==> config.mk <==
export PLATFORM = sky130hd
export DESIGN_NAME = wdt_supervisor
export DESIGN_NICKNAME = d
export VERILOG_FILES = /design/src/rtl/wdt_pkg.sv /design/src/rtl/wdt_period_sel.sv /design/src/rtl/wdt_window_timer.sv /design/src/rtl/wdt_reset_stretch.sv /design/src/rtl/wdt_supervisor.sv
export SDC_FILE = /design/constraint.sdc
export NUM_CORES = 1
export LEC_CHECK = 0
export BUFFER_PORTS_ARGS = -buffer_cell sky130_fd_sc_hd__buf_2
export CORE_ASPECT_RATIO = 1.5
export CORE_MARGIN = 4
export CORE_UTILIZATION = 50
export DETAILED_ROUTE_END_ITERATION = 12
export HOLD_SLACK_MARGIN = 0.02
export PLACE_DENSITY = 0.75
export RECOVER_POWER = 50
export SLEW_MARGIN = 20
export SYNTH_ARGS = -nofsm -noshare
export SYNTH_HDL_FRONTEND = slang
export SYNTH_SLANG_ARGS = --single-unit
==> constraint.sdc <==
create_clock -name clk -period 4.21 [get_ports clk]
set_input_delay 0.2105 -clock clk [delete_from_list [all_inputs] [get_ports clk]]
set_output_delay 0.2105 -clock clk [all_outputs]
set_load 0.05 [all_outputs]
==> src/rtl/wdt_pkg.sv <==
package wdt_pkg;

  typedef enum logic {
    WDT_MODE_TIMEOUT = 1'b0,
    WDT_MODE_WINDOW  = 1'b1
  } wdt_mode_e;

  function automatic int unsigned max4(int unsigned a, int unsigned b,
                                       int unsigned c, int unsigned d);
    int unsigned m;
    m = a;
    if (b > m) m = b;
    if (c > m) m = c;
    if (d > m) m = d;
    return m;
  endfunction

endpackage

==> src/rtl/wdt_period_sel.sv <==
module wdt_period_sel #(
  parameter int unsigned CNT_W      = 9,
  parameter int unsigned PER0_TICKS = 10,
  parameter int unsigned PER1_TICKS = 45,
  parameter int unsigned PER2_TICKS = 100,
  parameter int unsigned PER3_TICKS = 350
) (
  input  logic [1:0]       code_i,
  output logic [CNT_W-1:0] period_o,
  output logic [CNT_W-1:0] half_o
);

  localparam logic [CNT_W-1:0] TBL [4] = '{
    CNT_W'(PER0_TICKS), CNT_W'(PER1_TICKS),
    CNT_W'(PER2_TICKS), CNT_W'(PER3_TICKS)
  };

  always_comb begin
    period_o = TBL[code_i];
    half_o   = period_o >> 1;
  end

endmodule

==> src/rtl/wdt_window_timer.sv <==
module wdt_window_timer
  import wdt_pkg::*;
#(
  parameter int unsigned CNT_W = 9
) (
  input  logic             clk,
  input  logic             rst,
  input  logic             tick_i,
  input  logic             clr_i,
  input  logic             hold_i,
  input  logic             cfg_win_i,
  input  logic [1:0]       cfg_per_i,
  input  logic [CNT_W-1:0] period_i,
  input  logic [CNT_W-1:0] half_i,
  output logic [1:0]       code_o,
  output wdt_mode_e        mode_o,
  output logic [CNT_W-1:0] cnt_o,
  output logic             clr_ok_o,
  output logic             evt_o
);

  logic [CNT_W-1:0] cnt_q;
  wdt_mode_e        mode_q;
  logic [1:0]       code_q;
  logic             closed, clr_req, illegal, tout;

  always_comb begin
    closed   = (mode_q == WDT_MODE_WINDOW) && (cnt_q < half_i);
    clr_req  = clr_i && !hold_i;
    illegal  = clr_req && closed;
    clr_ok_o = clr_req && !closed;
    tout     = !hold_i && tick_i && (cnt_q == period_i - CNT_W'(1));
    evt_o    = illegal || (tout && !clr_ok_o);
  end

  always_ff @(posedge clk) begin
    if (rst) begin
      cnt_q  <= '0;
      mode_q <= WDT_MODE_WINDOW;
      code_q <= 2'd0;
    end else if (hold_i) begin
      cnt_q <= '0;
    end else if (clr_ok_o) begin
      cnt_q  <= '0;
      mode_q <= wdt_mode_e'(cfg_win_i);
      code_q <= cfg_per_i;
    end else if (evt_o) begin
      cnt_q <= '0;
    end else if (tick_i) begin
      cnt_q <= cnt_q + CNT_W'(1);
    end
  end

  assign code_o = code_q;
  assign mode_o = mode_q;
  assign cnt_o  = cnt_q;

  // the period restarts from zero while the reset line is held
  a_r6_restart_zero: assert property (@(posedge clk) disable iff (rst)
    hold_i |=> (cnt_q == '0));

  // no tick, no advance (outside clears and faults)
  a_r11_tick_gate: assert property (@(posedge clk) disable iff (rst)
    (!tick_i && !clr_i && !hold_i) |=> $stable(cnt_q));

  // latched settings only move on a clear
  a_r10_cfg_stable: assert property (@(posedge clk) disable iff (rst)
    !clr_i |=> ($stable(code_q) && $stable(mode_q)));

endmodule

==> src/rtl/wdt_reset_stretch.sv <==
module wdt_reset_stretch #(
  parameter int unsigned RST_TICKS = 4
) (
  input  logic clk,
  input  logic rst,
  input  logic tick_i,
  input  logic supply_ok_i,
  input  logic evt_i,
  output logic active_o
);

  localparam int unsigned RW = $clog2(RST_TICKS + 1);

  logic [RW-1:0] cnt_q;
  logic          active_q;

  always_ff @(posedge clk) begin
    if (rst) begin
      active_q <= 1'b1;
      cnt_q    <= '0;
    end else if (!supply_ok_i) begin
      active_q <= 1'b1;
      cnt_q    <= '0;
    end else if (evt_i) begin
      active_q <= 1'b1;
      cnt_q    <= RW'(RST_TICKS);
    end else if (active_q) begin
      if (cnt_q == '0) begin
        active_q <= 1'b0;
      end else if (tick_i) begin
        cnt_q <= cnt_q - RW'(1);
        if (cnt_q == RW'(1)) active_q <= 1'b0;
      end
    end
  end

  assign active_o = active_q;

  // a bad supply forces the reset on the next edge
  a_r8_supply_hold: assert property (@(posedge clk) disable iff (rst)
    !supply_ok_i |=> active_q);

  // the stretch counter never exceeds its load value
  a_r6_len_bound: assert property (@(posedge clk) disable iff (rst)
    cnt_q <= RW'(RST_TICKS));

endmodule

==> src/rtl/wdt_supervisor.sv <==
module wdt_supervisor
  import wdt_pkg::*;
#(
  parameter int unsigned PER0_TICKS = 10,
  parameter int unsigned PER1_TICKS = 45,
  parameter int unsigned PER2_TICKS = 100,
  parameter int unsigned PER3_TICKS = 350,
  parameter int unsigned RST_TICKS  = 4
) (
  input  logic       clk,
  input  logic       rst,
  input  logic       tick_i,
  input  logic       clr_i,
  input  logic       cfg_win_i,
  input  logic [1:0] cfg_per_i,
  input  logic       supply_ok_i,
  output logic       rst_n_o,
  output logic       wdog_n_o
);

  localparam int unsigned MAXP  = max4(PER0_TICKS, PER1_TICKS, PER2_TICKS, PER3_TICKS);
  localparam int unsigned CNT_W = $clog2(MAXP + 1);

  logic [CNT_W-1:0] period, half, cnt;
  logic [1:0]       code;
  wdt_mode_e        mode;
  logic             clr_ok, evt, active, fault_q;

  wdt_period_sel #(
    .CNT_W(CNT_W), .PER0_TICKS(PER0_TICKS), .PER1_TICKS(PER1_TICKS),
    .PER2_TICKS(PER2_TICKS), .PER3_TICKS(PER3_TICKS)
  ) u_per (
    .code_i(code), .period_o(period), .half_o(half)
  );

  wdt_window_timer #(.CNT_W(CNT_W)) u_tmr (
    .clk(clk), .rst(rst), .tick_i(tick_i), .clr_i(clr_i), .hold_i(active),
    .cfg_win_i(cfg_win_i), .cfg_per_i(cfg_per_i),
    .period_i(period), .half_i(half),
    .code_o(code), .mode_o(mode), .cnt_o(cnt),
    .clr_ok_o(clr_ok), .evt_o(evt)
  );

  wdt_reset_stretch #(.RST_TICKS(RST_TICKS)) u_rst (
    .clk(clk), .rst(rst), .tick_i(tick_i), .supply_ok_i(supply_ok_i),
    .evt_i(evt), .active_o(active)
  );

  always_ff @(posedge clk) begin
    if (rst)                              fault_q <= 1'b1;
    else if (!supply_ok_i || evt || active) fault_q <= 1'b1;
    else if (clr_ok)                      fault_q <= 1'b0;
  end

  assign rst_n_o  = !active;
  assign wdog_n_o = !fault_q;

  // fault flag is low whenever the reset line is low
  a_r7_flag_with_reset: assert property (@(posedge clk) disable iff (rst)
    !rst_n_o |-> !wdog_n_o);

  // a clear in the closed window forces reset
  a_r3_closed_clear: assert property (@(posedge clk) disable iff (rst)
    (clr_i && rst_n_o && mode == WDT_MODE_WINDOW && cnt < half) |=> !rst_n_o);

  // expiry without a clear forces reset
  a_r5_expiry: assert property (@(posedge clk) disable iff (rst)
    (rst_n_o && tick_i && !clr_i && cnt == period - CNT_W'(1)) |=> !rst_n_o);

  // the fault flag cannot be released while reset is low
  a_r9_no_release_in_reset: assert property (@(posedge clk) disable iff (rst)
    !rst_n_o |=> !wdog_n_o);

endmodule

==> impl_metrics.tcl <==
set metrics [dict create \
    run_status "complete, no violations" \
    ant_nets 0 \
    max_freq_ghz 0.376 \
    hold-worst-slack_ps 159 \
    crit_fanout 9 \
    htreeDepth 1 \
    p_int_uw 204 \
    r2r_setup_slack_ps 1550 \
    routed_wirelength_um 2240 \
    clk_path_buf_depth 2 \
    total_grt_usage_pct 16.3 \
    post_drt_wl_per_cell_um 13.8 \
    fillCellCount 194 \
    critPathLaunchType "register" \
    power.static_leakage_uw 0.000524 \
    worst_flop_to_flop_path_endpoint "u_tmr.cnt_o[3]" \
    power.total_uw 271 \
    clock_root_buffer "clkbuf_4" \
    pin_count_of_the_biggest_net_entering_global_routing 12 \
    initial_core_util_pct 52.7 \
    area.sequential_um2 340 \
    insertedDiodeCount 0 \
    design.die.area_mm2 0.00321 \
    cts_resized 0 \
    grt_pass1_wl_um 3780 \
    cts_tree "yes" \
    fin_util_pct 55.3 \
    setup_total_neg_slack_ps 0 \
    hp-start "cfg_per_i[0]" \
    unrepaired_setup_endpoints_after_global_routing "no" \
    setup_viol 0 \
    fin_nets 165 \
    io_buffers 9 \
    irDropWorstVdd_mv 0.231 \
    kind_of_path_behind_the_tightest_hold_check "primary input to register" \
    register_clock_pin_slew_on_the_reported_worst_setup_and_hold_paths_ps 110 \
    hold_path_depth 3 \
    synth_area_per_cell_um2 9.12 \
    power.sequential.fraction_pct 60.4 \
    required_time_reported_for_the_critical_path_endpoint_ps 4390 \
    min_period_ps 2660 \
    critical_path.endpoint_type "register" \
    power_frac_clock_pct 33.1 \
    avgViaCountPerCell 5.72 \
    postSynthCellCount 129 \
    slew_headroom_pct 52.6 \
    clock_sink_count 17 \
    insertion_delay_ps 300 \
    layout.cells.most_common_list "17 x ha_1, 17 x dfxtp_1, 12 x inv_1, 11 x nand2_1, 9 x xor2_1" \
    min_period_over_period_pct 63.2 \
    area.growth.synth_to_final_pct 5.00 \
    hpwl_um 1810 \
    worst_hold_path.endpoint "u_tmr.code_o[0]" \
    layout-drive-gt1-share_pct 17.3 \
    grt_overflow 0 \
    routed-via-count 926 \
    synth.yosys.warnings 0 \
    report.final.hold_viol_count 0 \
    synthesis.nets 154 \
    pin_count 10 \
    synth_sequential_area_ratio_pct 28.9 \
    core-area_mm2 0.00223 \
    syn-cell-area_mm2 0.00118 \
    power_switching_share_pct 24.5 \
    comb_power_share_pct 6.5 \
    cts_inserted_buffers 3 \
    total_switching_power_uw 66.4 \
    drv_cap 0 \
    multi_input_gate_area_in_the_final_layout_um2 748 \
    finClkSkew_ps 8.14 \
    worst_slew_pin_slew_ps 705 \
    route.detailed.drc 0 \
    reg2reg_from "u_tmr.code_o[1]" \
    grt_antenna_before_repair 0 \
    last_weighted_congestion_value_of_the_routability_driven_placer 0.799 \
    critPathKind "register to register" \
    via_count_of_the_first_global_routing_pass 887 \
    post_cts_hold_buffer_count 0 \
    floorplan.rows 21 \
    r2r_cells 8 \
    finalMaxSlewViolations 0 \
    chipWidth_um 47.6 \
    synth.distinct_cells 35 \
    power.density_mw_per_mm2 219 \
    die_height_um 67.4 \
    router_iterations_before_antenna_repair 4 \
    synth_seq_cells 17 \
    cts_setup_buffers 0 \
    worst-endpoint-arrival_ps 2840 \
    dr.first_iter.drc_count 13 \
]
critical path: stages (launching register included):
cell and delay [ps]:
dfxtp_1 480, inv_1 130, ha_1 220, ha_1 290, xor2_1 140, nand2_1 60, nor4_1 620, or4_1 530
nor2_2 80
state kept, by name, indices dropped and copies added (netlist names):
name / count
u_rst.cnt_q: 3
u_tmr.cnt_o: 9
fault_q: 1
u_rst.active_o: 1
u_tmr.mode_o: 1
u_tmr.code_o: 2
cell usage after synthesis:
library cell  number  area, um2
nand2_1           11       41.3
o41ai_1            1       8.76
nand3_1            1       5.00
a311oi_1           1       8.76
nand4bb_1          1       11.3
o21ai_0            2       10.0
nor3b_1            3       22.5
o21bai_2           1       11.3
a211o_1            1       8.76
nor2_1             6       22.5
mux2i_1            3       30.0
and3_2             1       7.51
dfxtp_1           17        340
o211ai_1           2       15.0
ha_1              17        213
or3_1              1       6.26
buf_2              1       5.00
a21oi_1            6       30.0
xnor2_1            6       52.6
inv_1             12       45.0
and3b_1            1       8.76
o21bai_1           1       7.51
nor2_2             8       50.1
nor2_4             1       11.3
a211oi_1           1       7.51
buf_6              1       11.3
nand4_1            4       25.0
buf_4              1       7.51
or4_1              1       7.51
and3_1             1       6.26
nor4_4             1       21.3
a21oi_2            1       8.76
nand3_2            2       20.0
nor3_1             2       10.0
xor2_1             9       78.8
power by group through the flow:
stage | combinational [uW] | clock [uW] | sequential, uW
2_1_floorplan | 13.0 | 0 | 167
3_3_place_gp | 17.6 | 0 | 167
3_5_place_dp | 18.3 | 0 | 167
4_1_cts | 18.3 | 90.7 | 163
5_1_grt | 19.8 | 101 | 164
6_report | 17.7 | 89.7 | 164
how the worst max path moves through the flow:
stage                          startpoint              to  slack, ps  cells past startpoint
after floorplan           u_tmr.code_o[1]    u_tmr.mode_o       2170                      8
after global placement    u_tmr.code_o[1]  u_tmr.cnt_o[7]       1920                      8
after detailed placement  u_tmr.code_o[1]  u_tmr.cnt_o[5]       1820                      8
after CTS                 u_tmr.code_o[1]  u_tmr.cnt_o[5]       1820                      8
after global routing      u_tmr.code_o[1]  u_tmr.cnt_o[3]       1360                      8
final                     u_tmr.code_o[1]  u_tmr.cnt_o[3]       1550                      8
stage by stage:
step / setup slack, ps / instance area, um2 / instances
after CTS: 1820 / 1260 / 162
after floorplan: 2170 / 1180 / 129
after global placement: 1920 / 1230 / 158
final: 1550 / 1230 / 162
after detailed placement: 1820 / 1230 / 158
after global routing: 1360 / 1230 / 162
kinds of logic (layout without fill, tap and decap cells):
kind of cell               count (synthesis)  count (layout)  synth area share, %
AOI/OAI and AO/OA                         17              17                 9.89
xor gates and xnor gates                  15              15                 11.2
adders and majority gates                 17              17                 18.1
buffers and inverters                     15              25                 5.85
DFF                                       17              17                 28.9
muxes                                      3               3                 2.55
and+or+nand+nor                           45              45                 23.5
cell type report:
cell class / count / area share (%)
clock inverter: 1 / 0.608
clock buffer: 3 / 1.82
tap: 23 / 2.33
inverter: 12 / 3.65
multi-input combinational: 97 / 60.6
timing repair buffer: 9 / 3.44
sequential: 17 / 27.6
metal layers:
metal | vias to the layer above | share of wire (%) | global-route usage (%)
li1 | 457 | - | -
met1 | 446 | 38 | 16.9
met2 | 17 | 57 | 30.0
met3 | 6 | 2.9 | 2.40
met4 | 0 | 2.4 | 7.74
met5 | - | 0 | 0
Power figures use the tool's default switching activity.
